$ cat src/rtl/sgi_filt_pkg.sv
package sgi_filt_pkg;
  localparam int unsigned SGI_COUNT  = 16;
  localparam int unsigned LEVEL_BITS = 2;

  typedef enum logic [LEVEL_BITS-1:0] {
    LVL_NONE  = 2'd0,
    LVL_G0    = 2'd1,
    LVL_G0_G1 = 2'd2,
    LVL_FULL  = 2'd3
  } perm_lvl_e;

  typedef struct packed {
    logic accept;
    logic reject;
  } verdict_t;

  // Lowest permission level a non-secure request needs for the given group.
  function automatic logic [LEVEL_BITS-1:0] min_level(input logic is_grp1);
    return is_grp1 ? LVL_G0_G1 : LVL_G0;
  endfunction
endpackage

$ cat src/rtl/sgi_rst_sync.sv
module sgi_rst_sync #(
  parameter int unsigned STAGES = 2
) (
  input  logic clk,
  input  logic arst_n,
  output logic srst_n
);
  logic [STAGES-1:0] chain_q;
  logic [STAGES-1:0] chain_d;

  always_comb begin
    chain_d = {chain_q[STAGES-2:0], 1'b1};
  end

  always_ff @(posedge clk or negedge arst_n) begin
    if (!arst_n) chain_q <= '0;
    else         chain_q <= chain_d;
  end

  assign srst_n = chain_q[STAGES-1];
endmodule

$ cat src/rtl/sgi_grp_match.sv
module sgi_grp_match #(
  parameter int unsigned NUM_SGI = 16,
  localparam int unsigned ID_W   = $clog2(NUM_SGI)
) (
  input  logic [ID_W-1:0]    req_id,
  input  logic               req_grp1,
  input  logic [NUM_SGI-1:0] cfg_grp1,
  output logic               tgt_grp1,
  output logic               grp_ok
);
  logic eff_grp1;

  always_comb begin
    tgt_grp1 = cfg_grp1[req_id];
    // Group 1 asked of a group 0 target is demoted to group 0.
    eff_grp1 = req_grp1 & tgt_grp1;
    grp_ok   = (eff_grp1 == tgt_grp1);
  end
endmodule

$ cat src/rtl/sgi_perm_gate.sv
module sgi_perm_gate
  import sgi_filt_pkg::*;
#(
  parameter int unsigned NUM_SGI = 16,
  localparam int unsigned ID_W   = $clog2(NUM_SGI),
  localparam int unsigned ACW    = NUM_SGI * LEVEL_BITS
) (
  input  logic [ID_W-1:0] req_id,
  input  logic [ACW-1:0]  ns_perm,
  input  logic            req_ns,
  input  logic            sec_off,
  input  logic            tgt_grp1,
  output logic            perm_ok
);
  logic [LEVEL_BITS-1:0] lvl [NUM_SGI];
  logic [LEVEL_BITS-1:0] sel_lvl;
  logic                  need_chk;

  for (genvar g = 0; g < NUM_SGI; g++) begin : g_field
    assign lvl[g] = ns_perm[g*LEVEL_BITS +: LEVEL_BITS];
  end

  always_comb begin
    sel_lvl  = lvl[req_id];
    need_chk = req_ns & ~sec_off;
    perm_ok  = !need_chk || (sel_lvl >= min_level(tgt_grp1));
  end
endmodule

$ cat src/rtl/sgi_pend_bank.sv
module sgi_pend_bank #(
  parameter int unsigned NUM_SGI = 16
) (
  input  logic               clk,
  input  logic               rst_n,
  input  logic [NUM_SGI-1:0] set_vec,
  input  logic [NUM_SGI-1:0] clr_vec,
  output logic [NUM_SGI-1:0] pend
);
  logic [NUM_SGI-1:0] pend_q;
  logic [NUM_SGI-1:0] pend_d;

  for (genvar b = 0; b < NUM_SGI; b++) begin : g_bit
    logic en;
    always_comb begin
      en = set_vec[b] | clr_vec[b];
      pend_d[b] = en ? (set_vec[b] & ~clr_vec[b]) : pend_q[b];
    end
    always_ff @(posedge clk or negedge rst_n) begin
      if (!rst_n)  pend_q[b] <= 1'b0;
      else if (en) pend_q[b] <= pend_d[b];
    end
  end

  assign pend = pend_q;
endmodule

$ cat src/rtl/sgi_accept_filter.sv
module sgi_accept_filter
  import sgi_filt_pkg::*;
#(
  parameter int unsigned NUM_SGI = SGI_COUNT,
  localparam int unsigned ID_W   = $clog2(NUM_SGI),
  localparam int unsigned ACW    = NUM_SGI * LEVEL_BITS
) (
  input  logic               clk,
  input  logic               rst_n,
  input  logic               req_valid,
  input  logic [ID_W-1:0]    req_id,
  input  logic               req_grp1,
  input  logic               req_ns,
  input  logic [NUM_SGI-1:0] cfg_grp1,
  input  logic [ACW-1:0]     ns_perm,
  input  logic               sec_off,
  input  logic               clr_valid,
  input  logic [NUM_SGI-1:0] clr_mask,
  output logic               acc_pulse,
  output logic               rej_pulse,
  output logic [NUM_SGI-1:0] pend
);
  logic               rst_sync_n;
  logic               tgt_grp1;
  logic               grp_ok;
  logic               perm_ok;
  verdict_t           verdict_d;
  verdict_t           verdict_q;
  logic [NUM_SGI-1:0] set_vec;
  logic [NUM_SGI-1:0] clr_vec;

  sgi_rst_sync #(.STAGES(2)) u_rst (
    .clk    (clk),
    .arst_n (rst_n),
    .srst_n (rst_sync_n)
  );

  sgi_grp_match #(.NUM_SGI(NUM_SGI)) u_grp (
    .req_id   (req_id),
    .req_grp1 (req_grp1),
    .cfg_grp1 (cfg_grp1),
    .tgt_grp1 (tgt_grp1),
    .grp_ok   (grp_ok)
  );

  sgi_perm_gate #(.NUM_SGI(NUM_SGI)) u_perm (
    .req_id   (req_id),
    .ns_perm  (ns_perm),
    .req_ns   (req_ns),
    .sec_off  (sec_off),
    .tgt_grp1 (tgt_grp1),
    .perm_ok  (perm_ok)
  );

  always_comb begin
    verdict_d.accept = req_valid & grp_ok & perm_ok;
    verdict_d.reject = req_valid & ~(grp_ok & perm_ok);
    clr_vec          = clr_valid ? clr_mask : '0;
  end

  for (genvar s = 0; s < NUM_SGI; s++) begin : g_set
    assign set_vec[s] = verdict_d.accept && (req_id == ID_W'(s));
  end

  sgi_pend_bank #(.NUM_SGI(NUM_SGI)) u_bank (
    .clk     (clk),
    .rst_n   (rst_sync_n),
    .set_vec (set_vec),
    .clr_vec (clr_vec),
    .pend    (pend)
  );

  always_ff @(posedge clk or negedge rst_sync_n) begin
    if (!rst_sync_n) verdict_q <= '0;
    else             verdict_q <= verdict_d;
  end

  assign acc_pulse = verdict_q.accept;
  assign rej_pulse = verdict_q.reject;
endmodule

$ cat config.mk
export PLATFORM = sky130hd
export DESIGN_NAME = sgi_accept_filter
export DESIGN_NICKNAME = d
export VERILOG_FILES = /design/src/rtl/sgi_filt_pkg.sv /design/src/rtl/sgi_rst_sync.sv /design/src/rtl/sgi_grp_match.sv /design/src/rtl/sgi_perm_gate.sv /design/src/rtl/sgi_pend_bank.sv /design/src/rtl/sgi_accept_filter.sv
export SDC_FILE = /design/constraint.sdc
export NUM_CORES = 1
export LEC_CHECK = 0
export BUFFER_PORTS_ARGS = -buffer_cell sky130_fd_sc_hd__buf_4
export CORE_ASPECT_RATIO = 1.5
export CORE_UTILIZATION = 45
export DETAILED_ROUTE_END_ITERATION = 10
export GPL_TIMING_DRIVEN = 1
export HOLD_SLACK_MARGIN = 0.02
export PLACE_DENSITY = 0.82
export REMOVE_ABC_BUFFERS = 1
export SYNTH_ARGS = -nofsm -noshare
export SYNTH_HDL_FRONTEND = slang
export SYNTH_HIERARCHICAL = 1
export SYNTH_SLANG_ARGS = --single-unit
$ cat constraint.sdc
create_clock -name clk -period 0.95 [get_ports clk]
set_input_delay 0.095 -clock clk [delete_from_list [all_inputs] [get_ports clk]]
set_output_delay 0.095 -clock clk [all_outputs]
set_load 0.05 [all_outputs]
==> results of run 1 <==
==> Yosys cell counts, types with 3 or more instances <==
cell type	instances	area, um^2
dfrtp_1	20	500
and2_1	16	100
o21ba_1	16	160
mux4_1	10	263
nor2_1	8	30.0
nor3_1	6	30.0
nand3_1	5	25.0
nand2_1	4	15.0
buf_2	3	15.0
inv_1	3	11.3
nand2b_1	3	18.8
==> metrics by stage <==
step                worst slack [ps]  std cells  power, W
floorplan                      -1080        116   0.00137
global placement               -1400        260   0.00181
detailed placement             -1510        260   0.00184
CTS                             -964        266   0.00256
global route                   -1060        267   0.00278
finish                         -1010        267   0.00267
==> worst paths after layout <==
kind | startpoint | to | slack (ps) | cells past startpoint
setup / recovery | req_id[2] | u_bank/pend[6]$_DFFE_PN0P_ | -1010 | 11
hold / removal | req_valid | rej_pulse$_DFF_PN0_ | 140 | 2
setup reg to reg | u_bank/pend[12]$_DFFE_PN0P_ | u_bank/pend[12]$_DFFE_PN0P_ | 240 | 1
hold reg to reg | u_rst/chain_q[1]$_DFF_PN0_ | u_bank/pend[2]$_DFFE_PN0P_ | 180 | 1
max in group asynchronous | u_rst/chain_q[1]$_DFF_PN0_ | u_bank/pend[8]$_DFFE_PN0P_ | 590 | 1
min in group asynchronous | rst_n | u_rst/chain_q[1]$_DFF_PN0_ | 150 | 2
==> cells by family (layout without fill, tap and decap cells) <==
kind of cell / Yosys count / after routing / share of synthesized area (%)
adder cells (fa/ha/maj): 2 / 2 / 1.74
multiplexers: 13 / 13 / 22.1
AND/OR/NAND/NOR: 54 / 54 / 22.9
other: 1 / 1 / 0.261
flip-flops: 20 / 20 / 34.9
buffers and inverters: 9 / 115 / 3.14
AO/OA/AOI/OAI: 23 / 23 / 14.9
==> registers in the layout, summed over array words and instances, names as in the netlist <==
name	flops
acc_pulse	1
rej_pulse	1
u_bank/pend	16
u_rst/chain_q	2
==> power by group <==
part	leakage [nW]	internal [W]	total (W)	switching [W]
clock network	0.0288	0.000369	0.000641	0.000272
registers	0.269	0.000901	0.000934	0.0000337
logic	0.967	0.000581	0.00109	0.000508
==> what timing repair did <==
item                                   in CTS  in global routing
resized for setup                          31                 26
setup buffers                               2                  1
pin swaps                                  30                  8
setup endpoints to repair                  20                 33
endpoints found under the hold margin       2                  0
hold buffers                                1                  0
==> layer usage <==
metal / global-route usage [%] / vias up
met5: 0 / -
met4: 12.0 / 0
met3: 6.38 / 8
met2: 49.2 / 87
met1: 27.3 / 709
li1: - / 664
==> worst max-delay path, cell delays in order <==
cell and delay (ps):
buf_6 100, mux4_2 520, mux2i_2 230, a21oi_2 80
inv_1 120, ha_4 210, o21ai_2 180, nand3_4 130
nand4_4 180, nor3_1 70, o21ba_1 200
==> cell type report <==
class	count	area, um^2
flip-flops and latches	20	500
repair buffers	108	905
inverters	3	11.3
clock buffers	4	55.1
well taps	39	48.8
fillers	173	474
multi-input cells	93	978
==> reports/results.txt, run 1 <==
global router's overall resource usage -> 27.3%
Post-synth EDFFs -> 0
Ant. Diodes -> 0
initial antenna violation count -> 0
DRC violations left -> 0
DRT met1 WL -> 1610 um
vias per cell -> 5.50
P&R area growth vs syn -> 74.1%
final instance area -> 2500 um^2
initial drt markers -> 25
Final Max Slew Viols -> 0
Synth Area per Inst -> 11.8 um^2
die area -> 3420 um^2
total global routing overflow -> 0
Syn. warnings -> 6
CP Class -> in2reg
vias in the first global route -> 1,656
outcome -> finished, violations left
endpoints failing hold -> 0
RSZ-0062 raised after global routing -> yes
max cap viols -> 0
hpwl dp -> 3500 um
Post-Place Cell Area -> 2240 um^2
met2 wire length -> 2520 um
drt total wl -> 4670 um
Setup violations, final -> 18
CORE AREA -> 2970 um^2
most common cell after layout, fill and taps aside -> buf_4
Rows -> 24
die height -> 71.2 um
Mapped Area -> 1440 um^2
Post-synth ARST share -> 100%
Pre-antenna DRT Iters -> 4
period utilization -> 207%
Critical Path RT -> 1100 ps
Critical Path Fanout Max -> 8
clock period minus worst slack -> 1960 ps
failing checks -> negative setup slack
WP data arrival -> 2110 ps
total leakage power -> 1.26 nW
worst hold path type -> in2reg
wire per inst -> 17.5 um
Reg clk slew, reported paths -> 70 ps
share of cells above drive strength 1 -> 63.2%
Mapped Cells -> 122
Clk Latency, worst-skew pair -> 260 ps
antenna-violating nets left -> 0
commonest non-fill, non-tap cells in the layout -> buf_4 (86), dfrtp_1 (20), buf_6 (19), and2_1 (16), o21ba_1 (16)
Highest Signal Layer -> met4
Synth cell types -> 30
Setup crit start kind -> input port
die extent in x -> 48.1 um
Peak VDD IR -> 1530 uV
fin util -> 84.0%
H-Tree Level Count -> 1
met3 routed WL -> 433 um
Final nets -> 306
f_max -> 0.509 GHz
largest net degree at the start of global routing -> 19
CP Capture Type -> flop
first-pass GRT wire length -> 6790 um
Hold Slack -> 142 ps
DR vias -> 1,468
RD Place Congestion -> 0.660
IO Port Bufs -> 92
TritonCTS clock tree -> done
Initial Util -> 48.3%
Setup WS post-layout -> -1010 ps
CTS Sinks -> 20
CTS Buf Count -> 3
Clock Skews -> 2.55 ps
P per Cell Area -> 1070 nW/um^2
CTS max path bufs -> 2
CTS root buffer -> clkbuf_8
post-synthesis sequential area ratio -> 34.9%
IO Pins -> 93
post-route setup TNS -> -17,700 ps
Yosys reg bits -> 20
Most used DFF post-synth -> dfrtp_1
Note: power is estimated with default switching activity, not from simulation.
==> run 2, diff against run 1 <==
==> constraint.sdc (replaced) <==
create_clock -name clk -period 0.95 [get_ports clk]
set_input_delay 0.095 -clock clk [delete_from_list [all_inputs] [get_ports clk]]
set_output_delay 0.095 -clock clk [all_outputs]
set_load 0.01 [all_outputs]
==> run 2 against run 1 <==
Effect of this change:
- the run still ends with negative setup slack left
- hold slack improved by 1.4 ps
- utilization fell by 2.0 points
- critical endpoint unchanged
- critical path depth stayed put
==> reports/results.txt, run 2 (synthesis gave the netlist of run 1 again) <==
Reg-to-Reg End -> u_bank/pend[15]$_DFFE_PN0P_
delay-heaviest family, CP -> multiplexers
met3 track demand over resource -> 6.38%
WP buf/inv -> 2
die area -> 3420 um^2
CP Cell Sequence -> buf_6, mux4_2, mux2i_2, a21oi_2, inv_1, ha_4, o21ai_2, nand3_4, nand4_4, nor3_1, o21ba_1
f_max -> 0.515 GHz
RD Place Congestion -> 0.660
final instance area -> 2440 um^2
outcome -> finished, violations left
Rows -> 24
most common cell after layout, fill and taps aside -> buf_4
Setup WS post-layout -> -991 ps
Reg clk slew, reported paths -> 70 ps
endpoints failing hold -> 0
Clock Skews -> 2.09 ps
Filler cells -> 185
hold-critical path depth -> 2
CORE AREA -> 2970 um^2
P per Cell Area -> 1020 nW/um^2
vias per cell -> 5.42
Crit Reg-Reg Startpoint -> u_bank/pend[15]$_DFFE_PN0P_
Setup crit start kind -> input port
Ant. Diodes -> 0
H-Tree Level Count -> 1
hpwl dp -> 3500 um
Post-Place Cell Area -> 2240 um^2
failing checks -> negative setup slack
max cap viols -> 0
total global routing overflow -> 0
first-pass GRT wire length -> 6790 um
CP Capture Type -> flop
routing usage on met2 -> 49.2%
global router's overall resource usage -> 27.3%
CTS max path bufs -> 2
worst-path cell with the longest stage delay -> mux4_2
drt total wl -> 4530 um
Final nets -> 306
IO Pins -> 93
Critical Path Max Stage Delay -> 510 ps
share of cells above drive strength 1 -> 63.2%
hold path endpoint -> rej_pulse$_DFF_PN0_
Hold Slack -> 143 ps
Peak VDD IR -> 1470 uV
RSZ-0062 raised after global routing -> yes
Setup violations, final -> 18
worst r2r path cells -> 1
layer with the highest usage -> met2
TritonCTS clock tree -> done
CTS root buffer -> clkbuf_8
worst hold path type -> in2reg
post-placement cell count -> 260
Critical Path Fanout Max -> 8
Critical Path RT -> 1100 ps
CTS Sinks -> 20
WP data arrival -> 2090 ps
Finished Layout Cells -> 267
Reg2Reg Setup Slack -> 260 ps
max FFs per register -> 16
total leakage power -> 1.25 nW
DR vias -> 1,448
wire per inst -> 17.0 um
P&R area growth vs syn -> 69.9%
initial antenna violation count -> 0
commonest non-fill, non-tap cells in the layout -> buf_4 (102), dfrtp_1 (20), and2_1 (16), o21ba_1 (16), mux4_2 (11)
vias in the first global route -> 1,656
cell depth of the worst setup path -> 11
Pre-antenna DRT Iters -> 5
Initial Util -> 48.3%
GR Util met1 -> 27.3%
hold_sp -> req_valid
clock period minus worst slack -> 1940 ps
CTS Buf Count -> 3
largest net degree at the start of global routing -> 19
antenna-violating nets left -> 0
CP Class -> in2reg
die height -> 71.2 um
initial drt markers -> 29
IO Port Bufs -> 92
Final Max Slew Viols -> 0
DRC violations left -> 0
period utilization -> 204%
die extent in x -> 48.1 um
Clk Latency, worst-skew pair -> 260 ps
run 2: cell counts in the layout (fill, tap and decap cells not counted):
No cell type changed its count.
run 2: worst max path at each step:
stage               startpoint                    endpoint  slack [ps]
finish               req_id[2]  u_bank/pend[6]$_DFFE_PN0P_        -990
global route         req_id[2]  u_bank/pend[8]$_DFFE_PN0P_       -1070
CTS                  req_id[3]  u_bank/pend[1]$_DFFE_PN0P_        -960
detailed placement   req_id[0]  u_bank/pend[1]$_DFFE_PN0P_       -1510
global placement     req_id[0]  u_bank/pend[2]$_DFFE_PN0P_       -1400
floorplan            req_id[0]  u_bank/pend[8]$_DFFE_PN0P_       -1080
run 2: final cells by class:
cell class	count	area (um^2)	share of cell area (%)
clock buffer	4	55.1	2.26
sequential	20	500	20.5
timing repair buffer	108	845	34.6
inverter	3	11.3	0.462
multi-input combinational	93	978	40.1
tap	39	48.8	2.00
run 2: layer usage:
layer	up-vias	part of all wire (%)
li1	662	-
met1	696	34
met2	85	55
met3	5	9.4
met4	0	1.2
met5	-	0
run 2: per-stage QoR:
stage	setup slack, ps	total power, W	TNS, ps	utilization (%)
2_1_floorplan	-1080	0.00123	-18410	-
3_3_place_gp	-1400	0.00166	-24430	75.3
3_5_place_dp	-1510	0.00169	-25710	75.3
4_1_cts	-964	0.00242	-16830	79.7
5_1_grt	-1070	0.00261	-18270	82.0
6_report	-991	0.00249	-17330	82.0
run 2: where the power goes:
| part | total, W | internal, W | switching (W) |
|---|---|---|---|
| logic | 0.000916 | 0.000554 | 0.000362 |
| registers | 0.000927 | 0.000900 | 0.0000263 |
| clock network | 0.000643 | 0.000369 | 0.000274 |
| total | 0.00249 | 0.00182 | 0.000662 |
run 2: what timing repair did:
action                                 CTS  global route
resized for setup                       29            12
endpoints found under the hold margin    2             0
setup endpoints to repair               18            18
pin swaps                               30             8
hold buffers                             1             0
setup buffers                            2             1
==> run 3, diff against run 2 <==
ABC_AREA = 1   (was not set)
CORE_UTILIZATION = 48   (was 45)
PLACE_DENSITY = 0.83   (was 0.82)
==> run 3 against run 2 <==
Effect of this change:
- the flow still finishes with violations (negative setup slack)
- critical endpoint is now u_bank/pend[8]$_DFFE_PN0P_
- global-route usage is 1.0 points lower
- register-to-register slack better by 30 ps
- largest power group is now combinational logic
- synthesized cell count is 130% higher
- non-clock buffer count is 2 higher
==> reports/results.txt, run 3 <==
DRC violations left -> 0
cell depth of the worst setup path -> 14
initial antenna violation count -> 0
Final nets -> 470
H-Tree Level Count -> 1
CP Capture Type -> flop
total global routing overflow -> 0
period utilization -> 170%
Setup WS post-layout -> -662 ps
drt total wl -> 5000 um
worst-path cell with the longest stage delay -> ha_4
CP Class -> in2reg
Ant. Diodes -> 0
Critical Path Fanout Max -> 8
CTS Sinks -> 20
die extent in x -> 50.3 um
Post-synth top cells -> nand2_1 (83), inv_1 (60), nor2_1 (58)
RSZ-0062 raised after global routing -> yes
Critical Path Max Stage Delay -> 270 ps
Most used DFF post-synth -> dfrtp_1
Synth Area per Inst -> 5.94 um^2
largest net degree at the start of global routing -> 21
Post-Place Cell Area -> 2450 um^2
WP buf/inv -> 3
vias per cell -> 4.77
DR vias -> 2,066
Mapped Area -> 1680 um^2
Initial Util -> 49.7%
first-pass GRT wire length -> 7650 um
fin util -> 82.4%
die area -> 3750 um^2
commonest non-fill, non-tap cells in the layout -> buf_4 (104), nand2_1 (79), inv_1 (56), nor2_1 (44), nand3_1 (21)
most common cell in the netlist -> nand2_1
most common cell after layout, fill and taps aside -> buf_4
Pre-antenna DRT Iters -> 4
max cap viols -> 0
delay-heaviest family, CP -> simple AND/OR/NAND/NOR gates
Critical Path RT -> 1130 ps
P per Cell Area -> 905 nW/um^2
hpwl dp -> 3520 um
worst r2r path cells -> 2
RD Place Congestion -> 0.833
clock period minus worst slack -> 1610 ps
CP Cell Sequence -> buf_12, clkinvlp_4, buf_6, o21ai_1, nand3_1, nand3_2, nand2_2, ha_4, o21ai_4, nand3_4, nand3_4, nor2_2, nor2_1, nor2_1
Mapped Cells -> 283
failing checks -> negative setup slack
CTS max path bufs -> 2
Post-synth EDFFs -> 0
worst hold path type -> in2reg
post-route setup TNS -> -11,030 ps
global router's overall resource usage -> 26.3%
wire per inst -> 11.5 um
share of the synthesized area in the top cell type -> 29.8%
Reg clk slew, reported paths -> 60 ps
max FFs per register -> 16
share of cells above drive strength 1 -> 41.7%
final instance area -> 2790 um^2
CTS Buf Count -> 3
outcome -> finished, violations left
Peak VDD IR -> 1100 uV
Setup violations, final -> 18
IO Pins -> 93
Syn. warnings -> 6
total leakage power -> 1.65 nW
die height -> 74.5 um
Clock Skews -> 0.822 ps
CTS root buffer -> clkbuf_8
crit path from -> req_id[0]
hold-critical path depth -> 4
antenna-violating nets left -> 0
TritonCTS clock tree -> done
Clk Latency, worst-skew pair -> 250 ps
f_max -> 0.620 GHz
WP data arrival -> 1790 ps
post-synthesis sequential area ratio -> 29.8%
Power, Total -> 0.00252 W
area leader, netlist -> dfrtp_1
Synth cell types -> 21
endpoints failing hold -> 0
Rows -> 26
Yosys reg bits -> 20
Post-synth ARST share -> 100%
Final Max Slew Viols -> 0
Setup crit start kind -> input port
P&R area growth vs syn -> 65.8%
Crit Reg-Reg Startpoint -> u_bank/pend[6]$_DFFE_PN0P_
IO Port Bufs -> 92
synth top area cells -> dfrtp_1 (30%), nand2_1 (19%), inv_1 (13%), nor2_1 (13%), nand3_1 (8.3%)
initial drt markers -> 38
CORE AREA -> 3380 um^2
hold_sp -> clr_mask[15]
vias in the first global route -> 1,960
run 3: logic make-up after synthesis:
logic type,Yosys count,share of synthesized area (%)
AO/OA/AOI/OAI,8,2.98
adder cells (fa/ha/maj),2,1.49
other,1,0.223
buffers and inverters,70,19.6
AND/OR/NAND/NOR,182,46.0
flip-flops,20,29.8
run 3: layout make-up:
| cell class | count | area [um^2] |
|---|---|---|
| Timing Repair inverter | 1 | 7.51 |
| Sequential cell | 20 | 500 |
| Inverter | 62 | 254 |
| Fill cell | 236 | 596 |
| Clock buffer | 3 | 41.3 |
| Timing Repair Buffer | 110 | 890 |
| Tap cell | 42 | 52.6 |
| Multi-Input combinational cell | 195 | 1040 |
run 3: worst paths after layout:
kind                                                     to  slack [ps]
worst min register to register   u_bank/pend[2]$_DFFE_PN0P_         190
max in group asynchronous        u_bank/pend[3]$_DFFE_PN0P_         570
worst max register to register   u_bank/pend[6]$_DFFE_PN0P_         290
worst max-delay path             u_bank/pend[8]$_DFFE_PN0P_        -660
min in group asynchronous        u_rst/chain_q[1]$_DFF_PN0_         150
worst min-delay path            u_bank/pend[15]$_DFFE_PN0P_          70
run 3: where the power goes:
| group | internal, W | switching, W |
|---|---|---|
| logic | 0.000552 | 0.000523 |
| clock network | 0.000281 | 0.000238 |
| registers | 0.000902 | 0.0000276 |
run 3: worst min-delay path, cell delays in order:
cell and delay, ps:
buf_4 70, nand2_1 40, inv_1 40, nor2_1 30
run 3: what timing repair did:
item | 4_1_cts | 5_1_grt
pin swaps | 38 | 11
endpoints found under the setup margin | 18 | 18
cloned | 4 | 0
hold buffers | 1 | 0
endpoints found under the hold margin | 2 | 0
buffers inserted | 2 | 0
gates resized for setup | 36 | 20
run 3: per-layer routing:
layer / global-route usage (%) / share of wire, % / vias up / wire (um)
li1: - / - / 1049 / -
met1: 24.0 / 33 / 914 / 1640
met2: 53.9 / 59 / 86 / 2940
met3: 3.27 / 5.7 / 17 / 286
met4: 14.5 / 2.5 / 0 / 126
met5: 0 / 0 / - / 0
run 3: per-stage QoR:
stage / setup WS, ps / cells / hold WS (ps)
detailed placement: -1120 / 423 / -121
floorplan: -734 / 275 / -201
global route: -778 / 433 / 79.2
finish: -662 / 433 / 66.0
CTS: -615 / 433 / 63.1
global placement: -1050 / 423 / -122
